$ cat src/rtl/rsg_pkg.sv
package rsg_pkg;
  // Strobes from the control side to the accumulator datapath
  typedef struct packed {
    logic accClear;  // a register write happened this cycle
    logic accStep;   // selected reference strobe, no write pending
  } accCtrl_t;
endpackage

$ cat src/rtl/rsg_ctrl.sv
module rsg_ctrl
  import rsg_pkg::*;
#(
  parameter int FIELD_W = 16
) (
  input  logic                 clk,
  input  logic                 rstN,
  input  logic                 wrSrc,
  input  logic                 wrDiv,
  input  logic [2*FIELD_W-1:0] wrData,
  input  logic                 ref441Tick,
  input  logic                 ref48Tick,
  output accCtrl_t             ctrlStrb,
  output logic [FIELD_W-1:0]   incVal,
  output logic [FIELD_W-1:0]   fieldVal
);
  localparam int DATA_W = 2 * FIELD_W;

  logic  srcIs441;
  logic  selTick;
  logic  anyWrite;

  // Register bank: source select and packed divider
  always_ff @(posedge clk) begin
    if (!rstN) begin
      srcIs441 <= 1'b0;
      incVal   <= '0;
      fieldVal <= '0;
    end else begin
      if (wrSrc) srcIs441 <= wrData[0];
      if (wrDiv) begin
        incVal   <= wrData[FIELD_W-1:0];
        fieldVal <= wrData[DATA_W-1:FIELD_W];
      end
    end
  end

  always_comb begin
    anyWrite          = wrSrc | wrDiv;
    selTick           = srcIs441 ? ref441Tick : ref48Tick;
    ctrlStrb.accClear = anyWrite;
    ctrlStrb.accStep  = selTick & ~anyWrite;
  end
endmodule

$ cat src/rtl/rsg_datapath.sv
module rsg_datapath
  import rsg_pkg::*;
#(
  parameter int FIELD_W = 16
) (
  input  logic               clk,
  input  logic               rstN,
  input  accCtrl_t           ctrlStrb,
  input  logic [FIELD_W-1:0] incVal,
  input  logic [FIELD_W-1:0] fieldVal,
  output logic               rateTick
);
  localparam int SUM_W = FIELD_W + 1;

  logic [FIELD_W-1:0] accQ;
  logic [FIELD_W-1:0] modVal;
  logic [SUM_W-1:0]   sumVal;
  logic               modZero;
  logic               incWide;
  logic               wrapHit;

  always_comb begin
    modVal  = incVal - fieldVal - FIELD_W'(1);
    modZero = (modVal == '0);
    incWide = (incVal >= modVal);
    sumVal  = {1'b0, accQ} + {1'b0, incVal};
    wrapHit = (sumVal >= {1'b0, modVal});
  end

  always_ff @(posedge clk) begin
    if (!rstN || ctrlStrb.accClear) begin
      accQ     <= '0;
      rateTick <= 1'b0;
    end else if (ctrlStrb.accStep) begin
      if (modZero) begin
        accQ     <= '0;
        rateTick <= 1'b0;
      end else if (incWide) begin
        accQ     <= '0;
        rateTick <= 1'b1;
      end else if (wrapHit) begin
        accQ     <= FIELD_W'(sumVal - {1'b0, modVal});
        rateTick <= 1'b1;
      end else begin
        accQ     <= FIELD_W'(sumVal);
        rateTick <= 1'b0;
      end
    end else begin
      rateTick <= 1'b0;
    end
  end
endmodule

$ cat src/rtl/rate_strobe_gen.sv
module rate_strobe_gen
  import rsg_pkg::*;
#(
  parameter int FIELD_W = 16
) (
  input  logic                 clk,
  input  logic                 rstN,
  input  logic                 wrSrc,
  input  logic                 wrDiv,
  input  logic [2*FIELD_W-1:0] wrData,
  input  logic                 ref441Tick,
  input  logic                 ref48Tick,
  output logic                 rateTick
);
  accCtrl_t           ctrlStrb;
  logic [FIELD_W-1:0] incVal;
  logic [FIELD_W-1:0] fieldVal;

  rsg_ctrl #(.FIELD_W(FIELD_W)) ctrl_i (
    .clk        (clk),
    .rstN       (rstN),
    .wrSrc      (wrSrc),
    .wrDiv      (wrDiv),
    .wrData     (wrData),
    .ref441Tick (ref441Tick),
    .ref48Tick  (ref48Tick),
    .ctrlStrb   (ctrlStrb),
    .incVal     (incVal),
    .fieldVal   (fieldVal)
  );

  rsg_datapath #(.FIELD_W(FIELD_W)) dp_i (
    .clk      (clk),
    .rstN     (rstN),
    .ctrlStrb (ctrlStrb),
    .incVal   (incVal),
    .fieldVal (fieldVal),
    .rateTick (rateTick)
  );
endmodule

$ cat config.mk
export PLATFORM = sky130hd
export DESIGN_NAME = rate_strobe_gen
export DESIGN_NICKNAME = d
export VERILOG_FILES = /design/src/rtl/rsg_pkg.sv /design/src/rtl/rsg_ctrl.sv /design/src/rtl/rsg_datapath.sv /design/src/rtl/rate_strobe_gen.sv
export SDC_FILE = /design/constraint.sdc
export NUM_CORES = 1
export LEC_CHECK = 0
export BUFFER_PORTS_ARGS = -buffer_cell sky130_fd_sc_hd__buf_2
export CORE_ASPECT_RATIO = 0.9
export CORE_MARGIN = 1
export CORE_UTILIZATION = 30
export CTS_BUF_LIST = sky130_fd_sc_hd__clkbuf_16
export DETAILED_ROUTE_END_ITERATION = 10
export PLACE_DENSITY = 0.51
export SLEW_MARGIN = 20
export SYNTH_ARGS = -nofsm -noshare
export SYNTH_HDL_FRONTEND = slang
export SYNTH_HIERARCHICAL = 1
export SYNTH_SLANG_ARGS = --single-unit
$ cat constraint.sdc
create_clock -name clk -period 4.9 [get_ports clk]
set_clock_uncertainty 0.1 [all_clocks]
set_input_delay 0.735 -clock clk [delete_from_list [all_inputs] [get_ports clk]]
set_output_delay 0.735 -clock clk [all_outputs]
set_load 0.01 [all_outputs]
; ---- Word level (Yosys, flattened, before mapping)
; Cells that the tools add are included.
[classes]
reduce_logical = 4
bitwise = 4
n_mux = 6
div_mod_pow = 0
shifts = 0
n_addsub = 4
n_eq_ne = 0
order_cmp = 2
n_mul = 0
[op_table]
columns = cell, count
row1 = 2-to-1 mux 16 bit, 3
row2 = subtractor 16 bit, 2
row3 = adder 16 x 16 -> 17 bit, 1
row4 = greater-or-equal comparator 17 x 16 -> 1 bit, 1
row5 = greater-or-equal comparator 16 bit, 1
row6 = logical NOT 16 bit, 1
row7 = "subtractor 16 x 1 -> 16 bit, second input constant", 1
row8 = 2-to-1 mux 1 bit, 3
row9 = OR reduction 3 bit, 1
row10 = inverter 1 bit, 2
row11 = bitwise AND 1 bit, 1
row12 = logical NOT 1 bit, 1
row13 = logical OR 1 bit, 1
row14 = bitwise OR 1 bit, 1
[totals]
ram_bits = 0
memories = 0
wordCells = 25
rom_bits = 0
inputBits = 38
regBits = 50
output_inout_bits = 1
latchBits = 0

; ---- Logic depth before layout (Yosys ltp)
; Gate-level depths: netlist of the first run.
[depth]
ltp_word = 6
ltp_mapped = 21
mapped_depth_nobuf = 20

; ---- Hierarchy
; The synthesis of the first run kept the hierarchy.
[by_module_without_submodules]
columns = module, cells_per_inst, area_each_um2, instances, seq_area_each_um2
row1 = rsg_datapath, 435, 3443.3, 1, 340.3
row2 = rsg_ctrl, 110, 1290.0, 1, 660.6

; ---- Worst setup path before layout of the first run
; OpenSTA, ideal clock, no wires.
[synth_path]
path_kind = flip-flop to flip-flop
startpoint = register ctrl_i.incVal[0]
endpoint = register dp_i.accQ[13]
t_arrival_ns = 3.873
path_stages_with_launch = 19
period_less_slack_ns = 4.052
setup_ns = 0.079
slack_ns = 0.848
n_path_buf = 0
required_ns = 4.721
path_cell_list = dfxtp_1 ha_1 fa_1 a21o_1 a21oi_1 nor2b_1 o21a_1 o21a_1 o21ai_0 a211oi_1 ha_1 a21oi_1 o21a_1 a31o_2 inv_1 o311ai_4 nand2_2 mux2i_1 a211oi_2
[synth_via]
elab_chain_cells = 6
elab_cells_between_ends = 10
cone_classes = 4 x add/sub / 2 x order compare / 3 x mux / 1 x reduce/logical
[synth_rtl]
columns = element, line
row1 = "start, declared", rsg_ctrl.sv:14  ; output logic [FIELD_W-1:0] incVal,
row2 = "start signal, assigned", rsg_ctrl.sv:32  ; incVal <= wrData[FIELD_W-1:0];
row3 = subtractor 16 bit, rsg_datapath.sv:23  ; modVal = incVal - fieldVal - FIELD_W'(1);
row4 = subtractor 16 x 1 -> 16 bit, rsg_datapath.sv:23
row5 = subtractor 16 bit / greater-or-equal comparator 17 x 16 -> 1 bit (equally long branches), "rsg_datapath.sv:42, rsg_datapath.sv:27"
row6 = 2-to-1 mux 16 bit, rsg_datapath.sv:41  ; end else if (wrapHit) begin
row7 = 2-to-1 mux 16 bit, rsg_datapath.sv:38  ; end else if (incWide) begin
row8 = 2-to-1 mux 16 bit (*), rsg_datapath.sv:35  ; if (modZero) begin
row9 = "end signal, assigned", rsg_datapath.sv:42  ; accQ <= FIELD_W'(sumVal - {1'b0, modVal});
row10 = "end signal, assigned", rsg_datapath.sv:45  ; accQ <= FIELD_W'(sumVal);
row11 = "end, declared", rsg_datapath.sv:15  ; logic [FIELD_W-1:0] accQ;
; Mark *: on every way between the ends. The rest lies on a longest branch, timed or not.
; A chain may end at the register's enable or synchronous reset.

; ---- Final worst setup path of the first run
; Ends and elaborated chain as after synthesis.

==> metrics.txt, run 1 <==
status=completed; clock share of power=0.261; final wirelength=11.65 mm; FF+latch area=1001 µm²; fin crit share=0.9031; drt wl/cell=14.84 µm; fillcell total=1595; Crit Path Class=flip-flop to flip-flop; design area=5275 µm²; critical path depth=20; DIE AREA=16290 µm²; largest net degree at the start of global routing=35; Slew Limit Fails=0; share of cells above drive strength 1=0.1475; Leakage=0.002410 µW; most frequent cells in the layout=62 x ha_1, 50 x dfxtp_1, 42 x mux2i_1, 40 x a21oi_1, 38 x buf_2; grt ovf=0; DRT Pass-1 Iters=4; Critical Path Sink Type=flip-flop; Sw Share=0.3868; pwr dens=272.2 nW/µm²; Skew-Pair Late Insertion Delay=0.31 ns; final-report hold violation count=0; Antenna Nets Post-Route=0; FP Rows=43; number of synthesized register bits=50; I/O Pins=39; Placement Cell Area=5101 µm²; Die H=121.2 µm; crit-path max cell delay=0.43 ns; footprint of the multi-input gates=3536 µm²; CP top delay family=compound AO/OA/AOI/OAI gates; max-cap violations=0; crit path time final=4.425 ns; total negative slack=0 ns; Hold WS=0.3660 ns; number of global-route vias before repair=3972; PortBufs=38; nets@finish=685; Vias/cell=5.113; RSZ-0062 raised after global routing=false; core area=15440 µm²; Critical Path Most Common Cell=inv_1; Syn. warnings=6; Post-Syn Area=4733 µm²; hold crit path type=flip-flop to flip-flop; Comb pwr share=0.432; Post-DP HPWL=9.467 mm; Syn Area/Cell=8.685 µm²; cell taking the most area after synthesis=dfxtp_1; CTS tree=done; Syn Inst Count=545; slew margin rel.=0.3565; Critical Path AT=4.56 ns; Yosys cell types=63; post-synth net total=648; number of buffer and inverter stages on the critical path=4; switching pwr=555.4 µW; CP Launch Type=flip-flop; Total GRT Usage=0.1531; Seq pwr share=0.307; peak supply drop=0.1263 mV; clk slew on worst S/H paths=0.07 ns; via count=4014; Worst-Margin Slew=0.9653 ns; final setup violation count=0; Area Overhead vs Synth=11.45%; # diodes=0; Starting Density=0.3065; Root Buffer=clkbuf_16; CTS buffer count=5; Seq/Total Area, Yosys=0.2115; DRT iter0 DRCs=157; CTS sink cnt=50; worst-path cell chain=ha_1, inv_1, fa_1, nor2b_1, o2111ai_1, nand3_1, a31o_2, a21oi_1, xnor2_1, inv_1, ha_1, a21oi_1, o21a_1, a31o_2, inv_1, o311ai_4, buf_12, nand2_4, mux2i_1, a211oi_2; H-tree levels=2; Int Pwr=880.3 µW; Final GP Congestion=0.9077; CP Max Fanout=10; commonest non-fill, non-tap cell in the layout=ha_1; Pwr Total=1436 µW; first-pass GRT wire length=19.61 mm; EDFF count, synth=0; largest cells by area after synthesis=dfxtp_1 21%, ha_1 16%, mux2i_1 8.9%; ys flop type=dfxtp_1; Max Freq=226.0 MHz; initial antenna violation count=0; die width=134.4 µm; CP required=5.03 ns; Max clock buf depth=2; share of Yosys cell area claimed by the top area cell type=0.2115; WHS Path Cells=2; Residual DRC=0; Post-synth ARST share=0; Slowest cell on crit path=dfxtp_1; worst reg2reg path depth=20
## worst min-delay path, cell delays in order, from the launching register on
cell	delay, ns
dfxtp_1	0.32
nand2_1	0.06
o21ai_2	0.04
## area by class of cell
cell class / count / area share
well taps: 202 / 0.04791
flip-flops and latches: 50 / 0.1898
clock buffers: 5 / 0.02372
multi-input cells: 454 / 0.6703
inverters: 30 / 0.02135
clock inverters: 3 / 0.004269
repair buffers: 41 / 0.04269
## power by group through the flow
| stage | clock, µW | combinational (µW) | sequential, µW |
|---|---|---|---|
| floorplan | 0 | 476 | 443 |
| global placement | 0 | 605 | 451 |
| detailed placement | 0 | 609 | 451 |
| CTS | 391 | 615 | 442 |
| global route | 399 | 695 | 444 |
| finish | 374 | 620 | 441 |
## flip-flops by register name, indices dropped and copies added, names as in the netlist
name	count
ctrl_i/incVal	16
dp_i/rateTick	1
ctrl_i/srcIs441	1
dp_i/accQ	16
ctrl_i/fieldVal	16
## cell families after synthesis
logic type	share of synthesized area
AOI/OAI and AO/OA	0.2355
and+or+nand+nor	0.1779
adders and majority gates	0.1766
DFF	0.2115
muxes	0.09120
buffers and inverters	0.04282
xor gates and xnor gates	0.06450
## worst paths after layout
kind                          from             to  slack, ns
setup / recovery  ctrl_i/incVal[0]  dp_i/accQ[13]       0.47
hold / removal        dp_i/accQ[8]   dp_i/accQ[8]       0.37
setup reg to reg  ctrl_i/incVal[0]  dp_i/accQ[13]       0.47
hold reg to reg       dp_i/accQ[8]   dp_i/accQ[8]       0.37
## routing by layer
metal | vias to the layer above | global-route usage | routed length (µm)
met5 | - | 0 | 0
met4 | 0 | 0.04846 | 231
met3 | 16 | 0.02256 | 532
met2 | 95 | 0.2370 | 4959
met1 | 1838 | 0.2169 | 5930
li1 | 2065 | - | -
## per-stage QoR
stage	std cells	utilization	worst slack [ns]
5_1_grt	785	0.3416	0.1184
4_1_cts	784	0.3399	0.2383
6_report	785	0.3416	0.4748
2_1_floorplan	545	-	0.8476
3_5_place_dp	776	0.3304	0.2862
3_3_place_gp	776	0.3304	0.4712
## synth_stat cells, types with 8 or more instances
library cell	n
a21o_1	18
a21oi_1	40
dfxtp_1	50
ha_1	62
inv_1	30
mux2i_1	42
nand2_1	28
nand2b_1	8
nand3_1	9
nor2_1	25
nor2b_1	37
nor3_1	11
o21a_1	18
o21ai_0	17
o21ai_2	10
xnor2_1	24
xor2_1	9
## what timing repair did
| action | CTS | global route |
|---|---|---|
| buffers inserted | 0 | 1 |
| setup endpoints to repair | 0 | 13 |
| hold buffers | 0 | 0 |
| gates resized for setup | 0 | 2 |
No activity file was read; power rests on OpenSTA's default activity.
==> run 2, diff against run 1 <==
- BUFFER_PORTS_ARGS: -buffer_cell sky130_fd_sc_hd__buf_2 -> default
- DONT_BUFFER_PORTS: default -> 1
- PLACE_DENSITY: 0.51 -> 0.49
==> run 2 against run 1 <==
Setup slack worse by 0.090 ns. Combinational power down 3.9%. First-iteration DRC count down 11%. Register-to-register slack worse by 0.09 ns. Global-route usage down 0.49 points. Maximum frequency down 2.0%. Power down 0.47%. Routed wire length down 1.4%. Final area down 3.7%. Largest cell class unchanged. Largest power group unchanged. Highest routed layer unchanged.
==> metrics.txt, run 2 (synthesis results as in run 1) <==
status=completed; Post-DP HPWL=9.460 mm (about the same); FP Rows=43 (unchanged); crit path time final=4.516 ns (+0.09039 ns); Max Freq=221.5 MHz (-2.0%); initial antenna violation count=0 (unchanged); Leakage=0.002260 µW (-6.2%); largest net degree at the start of global routing=35 (unchanged); Area Overhead vs Synth=7.322%; Placement Cell Area=4911 µm² (-3.7%); biggest regs=ctrl_i/fieldVal x16, ctrl_i/incVal x16, dp_i/accQ x16; r2r startpoint=ctrl_i/incVal[0]; drt wl/cell=15.41 µm (+3.8%); CP Launch Type=flip-flop; Post-Route Utilization=0.3290 (-0.01264); Starting Density=0.3065 (unchanged); Die H=121.2 µm (unchanged); Setup Fix Bufs, Post-CTS=0 (unchanged); I/O Pins=39 (unchanged); Total GRT Usage=0.1482 (-0.004903); CTS sink cnt=50 (unchanged); design area=5080 µm² (-3.7%); hold path start=dp_i/accQ[0]; first-pass GRT wire length=19.10 mm (-2.6%); Setup WS post-layout=0.3844 ns (-0.09039 ns); most frequent cells in the layout=62 x ha_1, 50 x dfxtp_1, 42 x mux2i_1, 40 x a21oi_1, 37 x nor2b_1; CP Max Fanout=10 (unchanged); share of cells above drive strength 1=0.08272 (-0.06479); # diodes=0 (unchanged); PortBufs=0 (-100%); Crit Path Class=flip-flop to flip-flop; pwr dens=281.3 nW/µm² (+3.4%); Slew Limit Fails=0 (unchanged); fin crit share=0.9215 (+0.01845); via count=3868 (-3.6%); number of global-route vias before repair=3802 (-4.3%); WHS Path Cells=2 (unchanged); nets@finish=646 (-5.7%); grt ovf=0 (unchanged); DRT Pass-1 Iters=4 (unchanged); slew margin rel.=0.5874 (+0.2309); die width=134.4 µm (unchanged); CP required=4.98 ns (-0.05 ns); DIE AREA=16290 µm² (unchanged); CTS buffer count=5 (unchanged); CTS tree=done; R2R setup slack=0.38 ns (-0.09 ns); Worst-Margin Slew=0.6133 ns (-0.3520 ns); Final GP Congestion=0.8517 (-6.2%); final wirelength=11.49 mm (-1.4%); Vias/cell=5.185 (+1.4%); worst reg2reg path depth=19 (-5.0%); core area=15440 µm² (unchanged); Critical Path AT=4.59 ns (+0.03 ns); Max clock buf depth=2 (unchanged); final-report hold violation count=0 (unchanged); max-cap violations=0 (unchanged); Critical Path Sink Type=flip-flop; Hold WS=0.3626 ns (-0.003331 ns); Skew-Pair Late Insertion Delay=0.29 ns (-0.02 ns); H-tree levels=2 (unchanged); commonest non-fill, non-tap cell in the layout=ha_1; peak supply drop=0.1377 mV (+9.0%); Antenna Nets Post-Route=0 (unchanged); terminus of the critical flop-to-flop path=dp_i/accQ[1]; Residual DRC=0 (unchanged); Root Buffer=clkbuf_16; hold path endpoint=dp_i/accQ[0]; Setup WS pre-CTS=0.3184 ns (+0.03224 ns); clk slew on worst S/H paths=0.07 ns (about the same); total negative slack=0 ns (unchanged); hold crit path type=flip-flop to flip-flop; DRT iter0 DRCs=140 (-11%); RSZ-0062 raised after global routing=false; final setup violation count=0 (unchanged)
## run 2: cell types whose count changed in the layout (fill, tap and decap cells not counted), sizes merged
| cell | previous run | this run |
|---|---|---|
| buf | 41 | 2 |
| bufinv | 0 | 1 |
| clkinv | 1 | 0 |
## run 2: worst max-delay path, stage by stage, from the launching register on
cell,delay (ns)
dfxtp_1,0.44
ha_1,0.23
inv_1,0.06
fa_1,0.39
nor2b_1,0.18
o2111ai_1,0.19
nand3_1,0.18
a31o_2,0.17
a21oi_1,0.07
xnor2_1,0.23
inv_1,0.12
ha_1,0.36
a21oi_1,0.27
o21a_1,0.16
a31o_2,0.11
inv_1,0.08
o311ai_4,0.45
and2_2,0.33
mux2i_1,0.21
o21ai_1,0.07
## run 2: timing repair
item                                    CTS  global route
hold buffers                              0             0
endpoints found under the setup margin    0            12
resized for setup                         0             2
endpoints found under the hold margin     0             0
## run 2: cell type report
cell class / instances / area, µm²
flip-flops and latches: 50 / 1001
inverters: 30 / 112.6
well taps: 202 / 252.7
clock buffers: 5 / 125.1
fillers: 1589 / 10360
repair buffers: 2 / 15.01
multi-input cells: 454 / 3536
clock inverters: 3 / 37.54
## run 2: per-layer routing
layer  vias to the layer above  wire length (µm)  GRT usage  share of wire
met3                         9               417    0.01796          0.036
met2                        74              5197     0.2406           0.45
met4                         0               119    0.03441          0.010
met1                      1801              5758     0.2079           0.50
met5                         -                 0          0              0
li1                       1984                 -          -              -
## run 2: where the power goes
| part | internal, µW | switching (µW) |
|---|---|---|
| Combinational | 254 | 342 |
| Sequential | 423 | 18.1 |
| Clock | 238 | 155 |
| Total | 914 | 515 |
## run 2: through the flow
stage          total power (µW)  instances
2_1_floorplan             919.5        545
3_3_place_gp               1032        738
3_5_place_dp               1037        738
4_1_cts                    1442        746
5_1_grt                    1537        746
6_report                   1429        746
## run 2: how the worst max path moves through the flow
stage,startpoint,cells after the start,slack (ns),end
2_1_floorplan,ctrl_i/incVal[0],18,0.85,dp_i/accQ[13]
3_3_place_gp,ctrl_i/incVal[0],19,0.46,dp_i/accQ[14]
3_5_place_dp,ctrl_i/incVal[0],19,0.32,dp_i/accQ[3]
4_1_cts,ctrl_i/incVal[0],19,0.29,dp_i/accQ[3]
5_1_grt,ctrl_i/incVal[0],19,0.01,dp_i/accQ[1]
6_report,ctrl_i/incVal[0],19,0.38,dp_i/accQ[1]
==> run 3, diff against run 2 <==
- CTS_BUF_LIST: sky130_fd_sc_hd__clkbuf_16 -> default
- RECOVER_POWER: default -> 25
==> run 3 against run 2 <==
Count of clock-buffer cells in the layout grew 2. Combinational power is essentially flat. Register-to-register slack hardly changed. Hold slack hardly changed. Critical path depth is the same.
==> metrics.txt, run 3 (synthesis results as in run 1) <==
crit-path max cell delay=0.45 ns (about the same); commonest non-fill, non-tap cell in the layout=ha_1; DRT Pass-1 Iters=4 (unchanged); via count=3870 (+0.052%); total negative slack=0 ns (unchanged); share of cells above drive strength 1=0.08272 (unchanged); Worst-Margin Slew=0.6133 ns (unchanged); Critical Path Most Common Cell=inv_1; CTS tree=done; worst-path cell chain=ha_1, inv_1, fa_1, nor2b_1, o2111ai_1, nand3_1, a31o_2, a21oi_1, xnor2_1, inv_1, ha_1, a21oi_1, o21a_1, a31o_2, inv_1, o311ai_4, and2_2, mux2i_1, o21ai_1; Final GP Congestion=0.8517 (unchanged); initial antenna violation count=0 (unchanged); WHS Path Cells=2 (unchanged); Critical Path AT=4.59 ns (about the same); Setup WS pre-CTS=0.3184 ns (unchanged); core area=15440 µm² (unchanged); fillcell total=1589 (unchanged); hold path endpoint=dp_i/accQ[0]; die width=134.4 µm (unchanged); Total GRT Usage=0.1482 (unchanged); FP Rows=43 (unchanged); Antenna Nets Post-Route=0 (unchanged); CP top delay family=compound AO/OA/AOI/OAI gates; number of global-route vias before repair=3802 (unchanged); R2R setup slack=0.38 ns (about the same); H-tree levels=2 (unchanged); biggest regs=ctrl_i/fieldVal x16, ctrl_i/incVal x16, dp_i/accQ x16; Root Buffer=clkbuf_16; clk slew on worst S/H paths=0.07 ns (about the same); Leakage=0.002252 µW (-0.37%); # diodes=0 (unchanged); grt ovf=0 (unchanged); CP required=4.98 ns (about the same); final wirelength=11.49 mm (about the same); most frequent cells in the layout=62 x ha_1, 50 x dfxtp_1, 42 x mux2i_1, 40 x a21oi_1, 37 x nor2b_1; Die H=121.2 µm (unchanged); DIE AREA=16290 µm² (unchanged); final setup violation count=0 (unchanged); Residual DRC=0 (unchanged); Skew-Pair Late Insertion Delay=0.29 ns (about the same); largest net degree at the start of global routing=35 (unchanged); Max Freq=221.5 MHz (about the same); Vias/cell=5.188 (about the same); number of buffer and inverter stages on the critical path=3 (unchanged); CP Launch Type=flip-flop; Starting Density=0.3065 (unchanged); Setup WS post-layout=0.3844 ns (+0.00001000 ns); I/O Pins=39 (unchanged); Placement Cell Area=4911 µm² (unchanged); terminus of the critical flop-to-flop path=dp_i/accQ[1]; first-pass GRT wire length=19.10 mm (unchanged); drt wl/cell=15.41 µm (about the same); fin crit share=0.9215 (about the same); Post-DP HPWL=9.460 mm (unchanged); CTS buffer count=5 (unchanged); Max clock buf depth=2 (unchanged); r2r startpoint=ctrl_i/incVal[0]; RSZ-0062 raised after global routing=false; CTS Hold Buffers Added=0 (unchanged); Slew Limit Fails=0 (unchanged); peak supply drop=0.1377 mV (unchanged); hold path start=dp_i/accQ[0]; final-report hold violation count=0 (unchanged); worst reg2reg path depth=19 (unchanged); nets@finish=646 (unchanged); status=completed; DRT iter0 DRCs=139 (-0.71%); design area=5080 µm² (unchanged); Critical Path Sink Type=flip-flop; CTS sink cnt=50 (unchanged); slew margin rel.=0.5874 (unchanged); hold crit path type=flip-flop to flip-flop; pwr dens=282.1 nW/µm² (+0.28%); Area Overhead vs Synth=7.322% (unchanged); Pwr Total=1433 µW (+0.28%); Crit Path Class=flip-flop to flip-flop; CP Max Fanout=10 (unchanged); Slowest cell on crit path=o311ai_4; crit path time final=4.516 ns (-0.00001000 ns); max-cap violations=0 (unchanged); PortBufs=0 (unchanged)
## run 3: tightest hold or removal path, delay by kind of cell (launching register included)
family           cells  cell delay [ns]
flip-flops           1             0.32
AO/OA/AOI/OAI        1             0.05
AND/OR/NAND/NOR      1             0.05
## run 3: power by group
| group | switching, µW | leakage [µW] | internal [µW] |
|---|---|---|---|
| Combinational | 342 | 0.00176 | 254 |
| Sequential | 18.1 | 0.000409 | 423 |
| Clock | 154 | 0.0000781 | 242 |
## run 3: per-layer routing
metal / vias up / wire (µm) / track usage / share of wire
met4: 0 / 119 / 0.03441 / 0.010
met3: 9 / 417 / 0.01796 / 0.036
li1: 1984 / - / - / -
met1: 1803 / 5758 / 0.2079 / 0.50
met2: 74 / 5198 / 0.2406 / 0.45
met5: - / 0 / 0 / 0
## run 3: what timing repair did
item	CTS	global route
gates resized for setup	0	2
setup buffers	0	0
setup endpoints to repair	0	12
## run 3: stage by stage
stage	instances	util	hold WS, ns
3_3_place_gp	738	0.3180	0.3441
6_report	746	0.3290	0.3626
2_1_floorplan	545	-	0.3291
5_1_grt	746	0.3290	0.3896
3_5_place_dp	738	0.3180	0.3471
4_1_cts	746	0.3286	0.3624
## run 3: area by class of cell
type | count | area (µm²) | area share
Timing Repair Buffer | 2 | 15.01 | 0.002956
Clock buffer | 7 | 132.6 | 0.02611
Inverter | 30 | 112.6 | 0.02217
Sequential cell | 50 | 1001 | 0.1970
Tap cell | 202 | 252.7 | 0.04975
Clock inverter | 1 | 30.03 | 0.005911
Multi-Input combinational cell | 454 | 3536 | 0.6961
## run 3: worst max-delay path by stage
| stage | start | end | cells after the start |
|---|---|---|---|
| 4_1_cts | ctrl_i/incVal[0] | dp_i/accQ[3] | 19 |
| 3_3_place_gp | ctrl_i/incVal[0] | dp_i/accQ[14] | 19 |
| 3_5_place_dp | ctrl_i/incVal[0] | dp_i/accQ[3] | 19 |
| 5_1_grt | ctrl_i/incVal[0] | dp_i/accQ[1] | 19 |
| 2_1_floorplan | ctrl_i/incVal[0] | dp_i/accQ[13] | 18 |
| 6_report | ctrl_i/incVal[0] | dp_i/accQ[1] | 19 |
